==> config.mk <==
export PLATFORM = sky130hd
export DESIGN_NAME = dma_req_ctrl
export DESIGN_NICKNAME = d
export VERILOG_FILES = /design/src/rtl/dma_req_pkg.sv /design/src/rtl/dma_cfg_regs.sv /design/src/rtl/dma_tc_counter.sv /design/src/rtl/dma_run_limiter.sv /design/src/rtl/dma_gate_timer.sv /design/src/rtl/dma_req_ctrl.sv
export SDC_FILE = /design/constraint.sdc
export NUM_CORES = 1
export LEC_CHECK = 0
export ABC_AREA = 1
export BUFFER_PORTS_ARGS = -buffer_cell sky130_fd_sc_hd__buf_2
export CAP_MARGIN = 20
export CORE_ASPECT_RATIO = 1.75
export CORE_MARGIN = 3
export CORE_UTILIZATION = 40
export CTS_BUF_LIST = sky130_fd_sc_hd__clkbuf_16
export CTS_CLUSTER_DIAMETER = 60
export DETAILED_ROUTE_END_ITERATION = 10
export GPL_ROUTABILITY_DRIVEN = 0
export PLACE_DENSITY = 0.53
export REMOVE_ABC_BUFFERS = 1
export SLEW_MARGIN = 20
export SYNTH_ARGS = -nofsm -noshare
export SYNTH_HDL_FRONTEND = slang
export SYNTH_SLANG_ARGS = --single-unit
==> constraint.sdc <==
create_clock -name clk -period 2.5 [get_ports clk]
set_input_delay 0.5 -clock clk [delete_from_list [all_inputs] [get_ports clk]]
set_output_delay 0.5 -clock clk [all_outputs]
set_load 0.005 [all_outputs]
==> src/rtl/dma_req_pkg.sv <==
package dma_req_pkg;

  localparam int REG_W = 8;
  localparam int TC_W  = 9;

  typedef enum logic [1:0] {
    MODE_SINGLE   = 2'b00,
    MODE_DEMAND   = 2'b01,
    MODE_PB_TIMER = 2'b10,
    MODE_PB_CYCLE = 2'b11
  } xfer_mode_e;

  typedef enum logic [2:0] {
    ST_IDLE,
    ST_ARM,
    ST_REQ,
    ST_ACKWAIT,
    ST_HOLD,
    ST_GATE,
    ST_RTWAIT
  } req_state_e;

  // Control register image; bit 1 of the written byte is not stored.
  typedef struct packed {
    logic       tc_msb;     // bit 7
    logic       gate_sel;   // bit 6: long gate / wait-for-refresh start
    logic       rtrg_int;   // bit 5: 1 internal retrigger
    logic       tc_int_en;  // bit 4: internal TC may end the transfer
    xfer_mode_e mode;       // bits 3:2
    logic       en;         // bit 0
  } bus_ctrl_t;

  localparam int ADDR_CTRL  = 0;
  localparam int ADDR_COUNT = 1;
  localparam int ADDR_START = 2;

  // Minimum time in ns to clock cycles, rounded up, never below one.
  function automatic int gate_cycles(int ns, int clk_khz);
    longint p;
    longint c;
    p = longint'(ns) * longint'(clk_khz);
    c = (p + 64'd999999) / 64'd1000000;
    if (c < 1) c = 1;
    return int'(c);
  endfunction

  function automatic logic is_pburst(xfer_mode_e m);
    return m[1];
  endfunction

  function automatic logic [TC_W-1:0] tc_load_value(logic msb, logic [REG_W-1:0] lo);
    return {msb, lo};
  endfunction

endpackage

==> src/rtl/dma_cfg_regs.sv <==
module dma_cfg_regs
  import dma_req_pkg::*;
#(
  parameter int AW = 2
) (
  input  logic             clk,
  input  logic             rst_n,
  input  logic             wr,
  input  logic [AW-1:0]    addr,
  input  logic [REG_W-1:0] wdata,
  output bus_ctrl_t        ctrl,
  output logic [REG_W-1:0] count,
  output logic             start_evt,
  output logic             stop_evt
);

  localparam logic [AW-1:0] A_CTRL  = AW'(ADDR_CTRL);
  localparam logic [AW-1:0] A_COUNT = AW'(ADDR_COUNT);
  localparam logic [AW-1:0] A_START = AW'(ADDR_START);

  always_ff @(posedge clk or negedge rst_n) begin
    if (!rst_n) begin
      ctrl  <= '0;
      count <= '0;
    end else if (wr) begin
      if (addr == A_CTRL) begin
        ctrl <= bus_ctrl_t'({wdata[7:2], wdata[0]});
      end
      if (addr == A_COUNT) begin
        count <= wdata;
      end
    end
  end

  assign start_evt = wr && (addr == A_START) && ctrl.en;
  assign stop_evt  = wr && (addr == A_CTRL) && !wdata[0];

endmodule

==> src/rtl/dma_tc_counter.sv <==
module dma_tc_counter #(
  parameter int W = 9
) (
  input  logic         clk,
  input  logic         rst_n,
  input  logic         clr,
  input  logic         load,
  input  logic [W-1:0] load_val,
  input  logic         dec,
  output logic         hit
);

  logic [W-1:0] cnt;

  // A loaded zero wraps through all 2**W values before reaching one.
  assign hit = dec && !load && (cnt == W'(1));

  always_ff @(posedge clk or negedge rst_n) begin
    if (!rst_n) begin
      cnt <= '0;
    end else if (clr) begin
      cnt <= '0;
    end else if (load) begin
      cnt <= load_val;
    end else if (dec) begin
      cnt <= cnt - W'(1);
    end
  end

endmodule

==> src/rtl/dma_run_limiter.sv <==
module dma_run_limiter #(
  parameter int TICK_DIV = 4,
  parameter int LW       = 8
) (
  input  logic          clk,
  input  logic          rst_n,
  input  logic          clr,
  input  logic          active,
  input  logic          use_timer,
  input  logic          xfer,
  input  logic [LW-1:0] limit,
  output logic          hit
);

  localparam int TW = (TICK_DIV > 1) ? $clog2(TICK_DIV) : 1;

  logic [TW-1:0] tcnt;
  logic [LW-1:0] run;
  logic          tick;
  logic          step;

  assign tick = active && (tcnt == TW'(TICK_DIV - 1));
  assign step = use_timer ? tick : (active && xfer);
  assign hit  = step && (LW'(run + 1'b1) == limit);

  always_ff @(posedge clk or negedge rst_n) begin
    if (!rst_n) begin
      tcnt <= '0;
      run  <= '0;
    end else if (clr) begin
      tcnt <= '0;
      run  <= '0;
    end else begin
      if (active) begin
        tcnt <= tick ? '0 : tcnt + TW'(1);
      end
      if (step) begin
        run <= run + LW'(1);
      end
    end
  end

endmodule

==> src/rtl/dma_gate_timer.sv <==
module dma_gate_timer #(
  parameter int SHORT_CYC = 18,
  parameter int LONG_CYC  = 38
) (
  input  logic clk,
  input  logic rst_n,
  input  logic clr,
  input  logic load,
  input  logic long_sel,
  output logic done
);

  localparam int MAXC = (LONG_CYC > SHORT_CYC) ? LONG_CYC : SHORT_CYC;
  localparam int GW   = $clog2(MAXC + 1);

  logic [GW-1:0] cnt;
  logic          running;

  assign done = running && (cnt == '0);

  always_ff @(posedge clk or negedge rst_n) begin
    if (!rst_n) begin
      cnt     <= '0;
      running <= 1'b0;
    end else if (clr) begin
      cnt     <= '0;
      running <= 1'b0;
    end else if (load) begin
      cnt     <= long_sel ? GW'(LONG_CYC - 1) : GW'(SHORT_CYC - 1);
      running <= 1'b1;
    end else if (running) begin
      if (cnt == '0) running <= 1'b0;
      else           cnt     <= cnt - GW'(1);
    end
  end

endmodule

==> src/rtl/dma_req_ctrl.sv <==
module dma_req_ctrl
  import dma_req_pkg::*;
#(
  parameter int CLK_KHZ   = 50000,
  parameter int START_DLY = 4,
  parameter int TICK_DIV  = 4,
  parameter int SHORT_NS  = 350,
  parameter int LONG_NS   = 750,
  parameter int AW        = 2
) (
  input  logic             clk,
  input  logic             rst_n,
  input  logic             reg_wr,
  input  logic [AW-1:0]    reg_addr,
  input  logic [REG_W-1:0] reg_wdata,
  input  logic             dack_n,
  input  logic             tc_ext,
  input  logic             xfer_stb,
  input  logic             rtrg_ext,
  output logic             dreq,
  output logic             tc_int
);

  localparam int SHORT_CYC = gate_cycles(SHORT_NS, CLK_KHZ);
  localparam int LONG_CYC  = gate_cycles(LONG_NS, CLK_KHZ);
  localparam int DLW       = (START_DLY > 1) ? $clog2(START_DLY) : 1;

  bus_ctrl_t        ctrl_q;
  logic [REG_W-1:0] count_q;
  logic             start_evt;
  logic             stop_evt;
  req_state_e       st, st_nx;
  logic [DLW-1:0]   dly;
  xfer_mode_e       cur_mode;
  logic             pburst;
  logic             active;
  logic             tc_dec;
  logic             tc_hit;
  logic             tc_end_int;
  logic             limit_hit;
  logic             gate_done;
  logic             gate_load;
  logic             tc_int_q;

  dma_cfg_regs #(.AW(AW)) u_regs (
    .clk       (clk),
    .rst_n     (rst_n),
    .wr        (reg_wr),
    .addr      (reg_addr),
    .wdata     (reg_wdata),
    .ctrl      (ctrl_q),
    .count     (count_q),
    .start_evt (start_evt),
    .stop_evt  (stop_evt)
  );

  assign cur_mode = ctrl_q.mode;
  assign pburst   = is_pburst(cur_mode);
  assign active   = (st != ST_IDLE) && (st != ST_ARM);

  // Internal terminal count: modes 00 and 01 only.
  assign tc_dec = active && !pburst && !dack_n && xfer_stb;

  dma_tc_counter #(.W(TC_W)) u_tc (
    .clk      (clk),
    .rst_n    (rst_n),
    .clr      (stop_evt),
    .load     (start_evt),
    .load_val (tc_load_value(ctrl_q.tc_msb, count_q)),
    .dec      (tc_dec),
    .hit      (tc_hit)
  );

  assign tc_end_int = tc_hit && ctrl_q.tc_int_en;

  dma_run_limiter #(.TICK_DIV(TICK_DIV), .LW(REG_W)) u_run (
    .clk       (clk),
    .rst_n     (rst_n),
    .clr       (st != ST_REQ),
    .active    ((st == ST_REQ) && !dack_n && pburst),
    .use_timer (cur_mode == MODE_PB_TIMER),
    .xfer      (xfer_stb),
    .limit     (count_q),
    .hit       (limit_hit)
  );

  assign gate_load = (st == ST_HOLD) && (st_nx == ST_GATE);

  dma_gate_timer #(.SHORT_CYC(SHORT_CYC), .LONG_CYC(LONG_CYC)) u_gate (
    .clk      (clk),
    .rst_n    (rst_n),
    .clr      (st_nx == ST_IDLE),
    .load     (gate_load),
    .long_sel (ctrl_q.gate_sel),
    .done     (gate_done)
  );

  always_comb begin
    st_nx = st;
    if (stop_evt) begin
      st_nx = ST_IDLE;
    end else if (start_evt) begin
      st_nx = ST_ARM;
    end else if (st != ST_IDLE && (!ctrl_q.en || tc_ext || tc_end_int)) begin
      st_nx = ST_IDLE;
    end else begin
      unique case (st)
        ST_ARM: begin
          if (dly == '0) begin
            st_nx = (pburst && !ctrl_q.rtrg_int && ctrl_q.gate_sel) ? ST_RTWAIT : ST_REQ;
          end
        end
        ST_REQ: begin
          if (cur_mode == MODE_SINGLE && !dack_n) st_nx = ST_ACKWAIT;
          else if (pburst && limit_hit)           st_nx = ST_HOLD;
        end
        ST_ACKWAIT: if (dack_n) st_nx = ST_REQ;
        ST_HOLD: begin
          if (dack_n) st_nx = ctrl_q.rtrg_int ? ST_GATE : ST_RTWAIT;
        end
        ST_GATE:   if (gate_done) st_nx = ST_REQ;
        ST_RTWAIT: if (rtrg_ext)  st_nx = ST_REQ;
        default:   st_nx = ST_IDLE;
      endcase
    end
  end

  always_ff @(posedge clk or negedge rst_n) begin
    if (!rst_n) begin
      st       <= ST_IDLE;
      dly      <= '0;
      tc_int_q <= 1'b0;
    end else begin
      st       <= st_nx;
      tc_int_q <= stop_evt ? 1'b0 : tc_hit;
      if (start_evt) begin
        dly <= DLW'(START_DLY - 1);
      end else if (st == ST_ARM && dly != '0) begin
        dly <= dly - DLW'(1);
      end
    end
  end

  assign dreq   = (st == ST_REQ);
  assign tc_int = tc_int_q;

endmodule

==> results of run 1 <==
[registers in the layout, indices dropped and copies added (netlist names)]
name            cells
dly                 2
u_regs.ctrl         7
tc_int              1
st                  3
u_gate.cnt          6
u_run.run           8
u_run.tcnt          2
u_gate.running      1
u_tc.cnt            9
u_regs.count        8
[power by group]
part	switching [mW]	internal [mW]	total [mW]
Sequential	0.104	0.881	0.985
Combinational	0.322	0.205	0.528
Clock	0.295	0.364	0.659
[cells by family (layout without fill, tap and decap cells)]
group,after synthesis,count (layout),synth area share [%]
multiplexers,2,2,0.7805
AO/OA/AOI/OAI,67,67,13.14
flip-flops,47,47,40.76
adder cells (fa/ha/maj),7,7,3.035
AND/OR/NAND/NOR,191,191,32.39
buffers and inverters,62,93,8.370
XOR/XNOR,5,5,1.518
[layer usage]
metal	share of wire, %	global-route usage (%)
met1	39	22.12
met5	0	0
met2	55	35.72
met4	3.9	10.43
met3	2.8	2.809
[worst max-delay path: stages (launching register included)]
cell and delay [ps]:
dfrtp_1 400, ha_1 230, nand2_1 130, nand2_1 90, nand2_1 60, nand2_1 70, nor2_1 120, nand3_1 80
nor2_1 130, nand3_2 110, nand2_1 90, nand2_2 60, nand2_2 90, nand4_4 140, nand2_4 110, inv_1 90
nand3_1 80, o21ai_1 70
[timing repair]
| action | CTS | global route |
|---|---|---|
| resized for setup | 0 | 4 |
| buffers inserted | 0 | 1 |
| endpoints found under the setup margin | 0 | 6 |
[layout by cell type (no fill, tap or decap), drive strengths merged, types with 2 or more instances in the layout]
master,n
mux2,2
clkbuf,5
xnor2,3
nor3,13
buf,26
nor2,32
o211ai,2
xor2,2
o21ai,32
o22ai,13
nand4,7
inv,58
ha,7
nand3,39
clkinv,3
nand2,93
dfrtp,47
nand3b,4
a31oi,3
a21oi,14
[layout make-up]
| class | count | area (um^2) | area share, % |
|---|---|---|---|
| Tap cell | 84 | 105.1 | 3.204 |
| Multi-Input combinational cell | 272 | 1480 | 45.12 |
| Clock inverter | 3 | 15.01 | 0.4577 |
| Timing Repair Buffer | 26 | 150.1 | 4.577 |
| Sequential cell | 47 | 1176 | 35.85 |
| Clock buffer | 5 | 125.1 | 3.814 |
| Inverter | 59 | 229.0 | 6.979 |
[Yosys cell counts, drive strengths merged]
cell,count,area (um^2)
mux2,2,22.52
o21ai,32,160.2
a31oi,3,18.77
ha,7,87.58
nand4,7,58.81
nand3,39,210.2
clkbuf,3,12.51
a21boi,1,7.510
xor2,2,17.52
nor4,1,21.27
nand2,93,381.6
dfrtp,47,1176
o21a,1,7.510
o211ai,2,15.01
nor3b,1,7.510
or2,1,6.260
inv,58,220.2
a21oi,14,81.33
o22ai,13,81.33
clkinv,1,8.760
nor2,32,148.9
nand3b,4,30.03
nor3,13,70.07
o21bai,1,7.510
xnor2,3,26.28
[worst min-delay path by stage]
stage,from,to,slack (ps)
global placement,u_regs.ctrl[6],u_regs.ctrl[6],450
finish,rst_n,u_run.run[5],180
global route,rst_n,u_run.run[5],220
detailed placement,u_regs.ctrl[6],u_regs.ctrl[6],470
CTS,rst_n,u_run.run[5],200
floorplan,rst_n,dly[0],200
==> results.toml, run 1 <==
[final_layout]
final_nets = 435
fillers = 706
drive_gt1_share_pct = 15.05
fin_util_pct = 47.16
layout.cells.non_filler = 496
syn_to_final_growth_pct = 13.70
diodes = 0
design_area_um2 = 3281

[hold_path]
hold_class = "in -> async"

[clock_tree]
htreeDepth = 2
clock_sinks = 47
cts_root_buf = "clkbuf_16"
hold_buffers = 0
numCtsBuffers = 5
clock_latency_ps = 290
clockBufferDepth = 2
clk_pin_slew_worst_paths_ps = 70
cts_tree = "yes"

[sta]
min_period_ps = 2244
worst_slew_pin_slew_ps = 534.4
hold_slack_ps = 180.1
tns_ps = 0
final.setup.worst_slack_ps = 255.5
hold_violations = 0
timing.fmax_ghz = 0.4455
finalMaxSlewViolations = 0
setup_violations = 0
skew_ps = 9.465
fin_crit_sh_pct = 89.78
relSlewSlack_pct = 64.37
grt_setup_unrepaired = "false"

[placement]
dpl.cell_count = 487
place_area_um2 = 3120
dp_hpwl_um = 6030
numPortBuffers = 18
dp_slack_ps = 71.98

[worst_setup_path]
crit_start = "u_run.run[0]"
endpoint_kind = "register"
reg2reg_from = "u_run.run[0]"
required_ps = 2680
worstSetupEndpoint = "u_gate.cnt[5]"
arrival_ps = 2420
critPathMaxFanout = 6
ff2ff_setup_slack_ps = 260
reg2reg_to = "u_gate.cnt[5]"
criticalPathCategory = "reg -> reg"
cp-start-kind = "register"
ff2ff_path_depth = 17

[power_and_ir_drop]
p_per_area_nw_per_um2 = 662.0
p_leak_nw = 1.624
ir_drop_v = 0.0003376
p_total_mw = 2.172

[yosys]
avgSynthCellArea_um2 = 7.573
yosys_register_bits = 47
ys_types = 38
netlist_instances = 381
synth_warnings = 0
synth_seq_area_share_pct = 40.76
netlist_area_um2 = 2885

[global_route]
grtUsageTotal_pct = 19.87
grt_pass1_wl_um = 12800
grt_pass1_vias = 2626
grt_max_degree = 24
gr-total-overflow = 0
antenna_found_initial = 0

[run]
drv_cap = 0

[route]
final_antenna_net_count = 0
drt-vias-per-instance = 5.210
drtIter0Drc = 123
drc = 0
wl_per_cell_um = 15.14
drt_first_pass_iters = 4
drt-total-wl_um = 7507
num_vias = 2584

[outcome]
status = "finished, final reports clean"

[floorplanning]
initial_core_util_pct = 41.47
rows = 40
coreArea_um2 = 6957
fp.dieW_um = 70.20
ios = 19
fp.dieArea_um2 = 8308
die_h_um = 118.4
Note: power is estimated with default switching activity, not from simulation.
==> run 2: changes to the inputs <==
CORE_ASPECT_RATIO = unset   (was 1.75)
PLACE_DENSITY = 0.52   (was 0.53)
RECOVER_POWER = 100   (was unset)
SYNTH_HIERARCHICAL = 1   (was unset)
==> run 2 against run 1 <==
Against the previous run: the run now ends with setup timing left; fmax fell by 11%; critical endpoint is now u_gate/cnt[4]; clock power is 19% higher; register-to-register slack lost 260 ps; cell count up 16%.
==> results.toml, run 2 <==
[worst_setup_path]
crit_start = "u_run/run[0]"
cp_slowest_cell = "dfrtp_1"
crit_buf_inv = 3
reg2reg_from = "u_run/run[0]"
cp_top_family = "simple AND/OR/NAND/NOR gates"
arrival_ps = 2690
slowest_delay_ps = 410
cp-start-kind = "register"
criticalPathCategory = "reg -> reg"
critPathMaxFanout = 4
cp_common_cell = "nand2_1"
required_ps = 2680
endpoint_kind = "register"
crit_chain = "ha_4, xnor2_2, nand2_1, nor2_1, nand3_1, nor2_1, nand3_1, nor2_2, nand2_1, nand2_1, nand2_1, nand2_1, nand3_2, nand2_2, a21oi_2, inv_1, buf_6, nand2_8, nand2_2, inv_2, nand2_1, nand2_1"

[route]
num_vias = 2788
drt_first_pass_iters = 4
wl_per_cell_um = 12.87
final_antenna_net_count = 0
drtIter0Drc = 94
drt-total-wl_um = 7412
drt-vias-per-instance = 4.840
drc = 0

[clock_tree]
numCtsBuffers = 5
clockBufferDepth = 2
cts_tree = "yes"
clock_sinks = 47
cts_root_buf = "clkbuf_16"
clk_pin_slew_worst_paths_ps = 70
htreeDepth = 2
clock_latency_ps = 290

[sta]
hold_slack_ps = 476.8
tns_ps = -8.261
setup_violations = 1
skew_ps = 6.149
final.setup.worst_slack_ps = -8.261
min_period_ps = 2508
timing.fmax_ghz = 0.3987
relSlewSlack_pct = 19.90
fin_crit_sh_pct = 100.3
worst_slew_pin_slew_ps = 1202
finalMaxSlewViolations = 0
hold_violations = 0
grt_setup_unrepaired = "true"

[final_layout]
final_common_cell = "nand2_1"
top_register = "u_tc/cnt"
syn_to_final_growth_pct = 19.09
largestRegisters = "u_tc/cnt: 9 flops, u_regs/count: 8 flops, u_run/run: 8 flops"
drive_gt1_share_pct = 22.64
final_cell_mix = "nand2_1 (125), nor2_1 (48), dfrtp_1 (47)"
diodes = 0
design_area_um2 = 3654
final_nets = 500
largest_register_ffs = 9

[placement]
place_area_um2 = 3436
dp_hpwl_um = 5667
numPortBuffers = 18
dp_slack_ps = -208.5

[yosys]
synth_top_area_share_pct = 38.34
async_flop_share_pct = 100.0
netlist_instances = 428
ys_top_cells_by_count = "nand2_1 (126), nor2_1 (49), dfrtp_1 (47), inv_1 (46), nand3_1 (39)"
ys_types = 35
synth_edf_count = 0
yosys_register_bits = 47
synth_flop_cell = "dfrtp_1"
synth.most_common_cell = "nand2_1"
yosys-top-cells-area = "dfrtp_1 (38%), nand2_1 (15%), nand3_1 (6.4%)"
synth_seq_area_share_pct = 38.34
synth_warnings = 6
synth_largest_area_cell = "dfrtp_1"
netlist_area_um2 = 3068
avgSynthCellArea_um2 = 7.168

[hold_path]
min_from = "reg_wdata[1]"
hold_class = "in -> reg"

[floorplanning]
die_h_um = 93.58
coreArea_um2 = 7331
rows = 31
ios = 19
fp.dieArea_um2 = 8756
initial_core_util_pct = 41.85
fp.dieW_um = 93.58

[power_and_ir_drop]
ir_drop_v = 0.0003409
p_leak_nw = 1.941
p_per_area_nw_per_um2 = 671.9

[global_route]
grt_max_degree = 48
gr-total-overflow = 0
antenna_found_initial = 0
grt_pass1_vias = 2762
grt_pass1_wl_um = 12880
grtUsageTotal_pct = 18.37

[outcome]
failed_checks = "setup timing"
status = "complete, but fails checks"

[run]
drv_cap = 0
[run 2: changes by cell type in the layout (fill, tap and decap cells not counted), sizes merged, moves of 6 or more]
cell    before  now
buf         26   39
o22ai       13    7
a21oi       14    6
nor3        13    3
nand4        7   13
nand2       93  138
nor2        32   61
clkbuf       5   12
[run 2: area by class of cell]
cell class | instances | area, um^2
fillers | 743 | 3677
multi-input cells | 319 | 1680
flip-flops and latches | 47 | 1176
repair buffers | 46 | 287.8
inverters | 57 | 214.0
clock buffers | 5 | 125.1
well taps | 99 | 123.9
clock inverters | 3 | 46.29
[run 2: cell families after synthesis]
group | synth area share, %
and+or+nand+nor | 40.62
buffers and inverters | 8.809
DFF | 38.34
AOI/OAI and AO/OA | 8.524
adders and majority gates | 2.855
xor gates and xnor gates | 0.8566
[run 2: layer usage]
layer | vias to the layer above | GRT usage, % | share of wire (%)
li1 | 1470 | - | -
met1 | 1285 | 25.35 | 49
met2 | 27 | 30.20 | 48
met3 | 6 | 2.655 | 2.4
met4 | 0 | 4.813 | 0.89
met5 | - | 0 | 0
[run 2: where the power goes]
group / internal [mW] / switching (mW) / total [mW]
Sequential: 0.876 / 0.125 / 1.00
Clock: 0.476 / 0.307 / 0.783
Combinational: 0.266 / 0.405 / 0.671
Total: 1.62 / 0.837 / 2.45
[run 2: final timing paths]
kind,slack (ps),cells past startpoint,to
setup / recovery,-8,22,u_gate/cnt[4]
hold / removal,480,3,u_regs/count[1]
setup reg to reg,-8,22,u_gate/cnt[4]
hold reg to reg,480,2,u_regs/ctrl[3]
max in group asynchronous,1240,2,u_gate/running
min in group asynchronous,540,2,u_run/tcnt[1]
[run 2: worst reg2reg max path, delay by kind of cell, from the launching register on]
family / cells / cell delay [ps]
compound gates: 1 / 60
xor+xnor: 1 / 100
fa+ha+maj: 1 / 300
buf+inv: 3 / 260
flops: 1 / 410
simple gates: 16 / 1300
[run 2: timing repair]
item	in CTS	in global routing
buffers inserted	0	0
hold endpoints to repair	0	0
setup endpoints to repair	7	7
gates resized for setup	10	7
pin swaps	3	3
hold buffers	0	0
[run 2: stage by stage]
step,util [%],std cells,power [mW]
detailed placement,46.87,568,1.690
floorplan,-,423,1.499
finish,49.84,576,2.455
global route,49.84,576,2.654
CTS,49.74,576,2.490
global placement,46.87,568,1.679
==> run 3: changes to the inputs <==
CORE_UTILIZATION = 54   (was 40)
PLACE_DENSITY = 0.68   (was 0.52)
==> run 3 against run 2 <==
Against the previous run: the run now ends clean; sequential power hardly changed; hold slack lost 100 ps; via count up 1.5%; critical path depth did not move; sequential cell count did not move; cell count shrank 5.0%; wire length down 4.3%; largest power group unchanged.
==> results.toml, run 3 (synthesis results as in run 2) <==
[outcome]
status = "finished, final reports clean"

[worst_setup_path]
cp_slowest_cell = "dfrtp_1"
required_ps = 2720
crit_buf_inv = 2
cp_top_family = "simple AND/OR/NAND/NOR gates"
crit_chain = "ha_4, nand3_2, o21ai_2, nand2_1, nand2_1, nand2_1, nor2_2, nand2_1, nor2_2, nand2_1, nand2_1, nand2_1, nand2_1, nand3_2, nand2_2, a21oi_2, inv_1, buf_6, nand2_8, nor2_8, nand2_1, o21ai_2"
cp-start-kind = "register"
arrival_ps = 2710
critPathMaxFanout = 6
cp_common_cell = "nand2_1"
slowest_delay_ps = 410
endpoint_kind = "register"
ff2ff_setup_slack_ps = 10
criticalPathCategory = "reg -> reg"

[final_layout]
top_register = "u_tc/cnt"
syn_to_final_growth_pct = 16.44
final_common_cell = "nand2_1"
largest_register_ffs = 9
largestRegisters = "u_tc/cnt: 9 flops, u_regs/count: 8 flops, u_run/run: 8 flops"
diodes = 0
drive_gt1_share_pct = 22.01
final_nets = 500
final_cell_mix = "nand2_1 (124), nor2_1 (48), dfrtp_1 (47)"

[placement]
dp_hpwl_um = 5362
numPortBuffers = 18
dp_slack_ps = -109.0

[sta]
final.setup.worst_slack_ps = 12.49
skew_ps = 2.772
worst_slew_pin_slew_ps = 1018
hold_violations = 0
finalMaxSlewViolations = 0
hold_slack_ps = 373.6
fin_crit_sh_pct = 99.50
min_period_ps = 2488
timing.fmax_ghz = 0.4020
relSlewSlack_pct = 32.14
setup_violations = 0
grt_setup_unrepaired = "true"

[floorplanning]
fp.dieW_um = 81.38
die_h_um = 81.38
fp.dieArea_um2 = 6622
initial_core_util_pct = 57.86
ios = 19
rows = 26
coreArea_um2 = 5303

[global_route]
antenna_found_initial = 0
grt_pass1_wl_um = 12250
grt_max_degree = 41
gr-total-overflow = 0
grt_pass1_vias = 2674
grtUsageTotal_pct = 24.12

[clock_tree]
numCtsBuffers = 5
hold_buffers = 0
htreeDepth = 2
clk_pin_slew_worst_paths_ps = 60
clock_sinks = 47
clockBufferDepth = 2
cts_tree = "yes"
cts_root_buf = "clkbuf_16"
clock_latency_ps = 290

[route]
num_vias = 2829
drt-total-wl_um = 7093
drt_first_pass_iters = 4
drc = 0
final_antenna_net_count = 0
drtIter0Drc = 150
drt-vias-per-instance = 5.172
wl_per_cell_um = 12.97

[power_and_ir_drop]
p_leak_nw = 1.924
ir_drop_v = 0.0006532
p_per_area_nw_per_um2 = 653.5

[hold_path]
hold_class = "in -> async"

[run]
drv_cap = 0
==> run 3: cell count changes in the layout (fill, tap and decap cells not counted), moves of 2 or more <==
| cell | delta |
|---|---|
| buf_4 | -2 |
| clkinv_2 | +3 |
| o21ai_1 | +3 |
| o21ai_0 | -2 |
| clkbuf_1 | +3 |
==> run 3: timing repair <==
item / CTS / global route
resized for setup: 6 / 15
setup endpoints to repair: 7 / 7
pin swaps: 0 / 7
setup buffers: 1 / 1
==> run 3: path summary, 6_finish.rpt <==
path | startpoint | endpoint | depth (start not counted)
max | u_run/run[0] | u_gate/cnt[1] | 22
min | rst_n | u_run/tcnt[0] | 1
max reg2reg | u_run/run[0] | u_gate/cnt[1] | 22
min reg2reg | u_regs/ctrl[4] | u_regs/ctrl[4] | 2
max in group asynchronous | rst_n | u_tc/cnt[5] | 2
min in group clk | u_regs/ctrl[4] | u_regs/ctrl[4] | 2
==> run 3: metrics by stage <==
step	setup TNS, ps	std cells	utilization (%)	power (mW)	instance area [um^2]
after floorplan	-2556	423	-	1.499	3012
after global placement	-104.0	537	63.83	1.670	3385
after detailed placement	-479.5	537	63.83	1.691	3385
after CTS	-22.59	546	66.99	2.347	3552
after global routing	-1601	547	67.37	2.505	3572
final	0	547	67.37	2.335	3572
==> run 3: routing by layer <==
metal / track usage, % / wire length [um] / vias up
met1: 33.26 / 3347 / 1299
met2: 38.68 / 3307 / 55
met4: 7.264 / 113 / 0
met5: 0 / 0 / -
li1: - / - / 1464
met3: 4.102 / 324 / 11
==> run 3: layout make-up <==
cell class              count  area [um^2]
well taps                  70        87.58
fillers                   487         1730
clock inverters             3        15.01
repair buffers             46        276.5
flip-flops and latches     47         1176
multi-input cells         319         1678
clock buffers               5        125.1
inverters                  57        214.0
==> run 3: report_power, final <==
group | internal [mW] | total, mW | leakage [nW] | switching, mW
registers | 0.877 | 1.00 | 0.622 | 0.126
clock network | 0.365 | 0.651 | 0.0733 | 0.286
logic | 0.267 | 0.680 | 1.23 | 0.413
total | 1.51 | 2.33 | 1.92 | 0.825
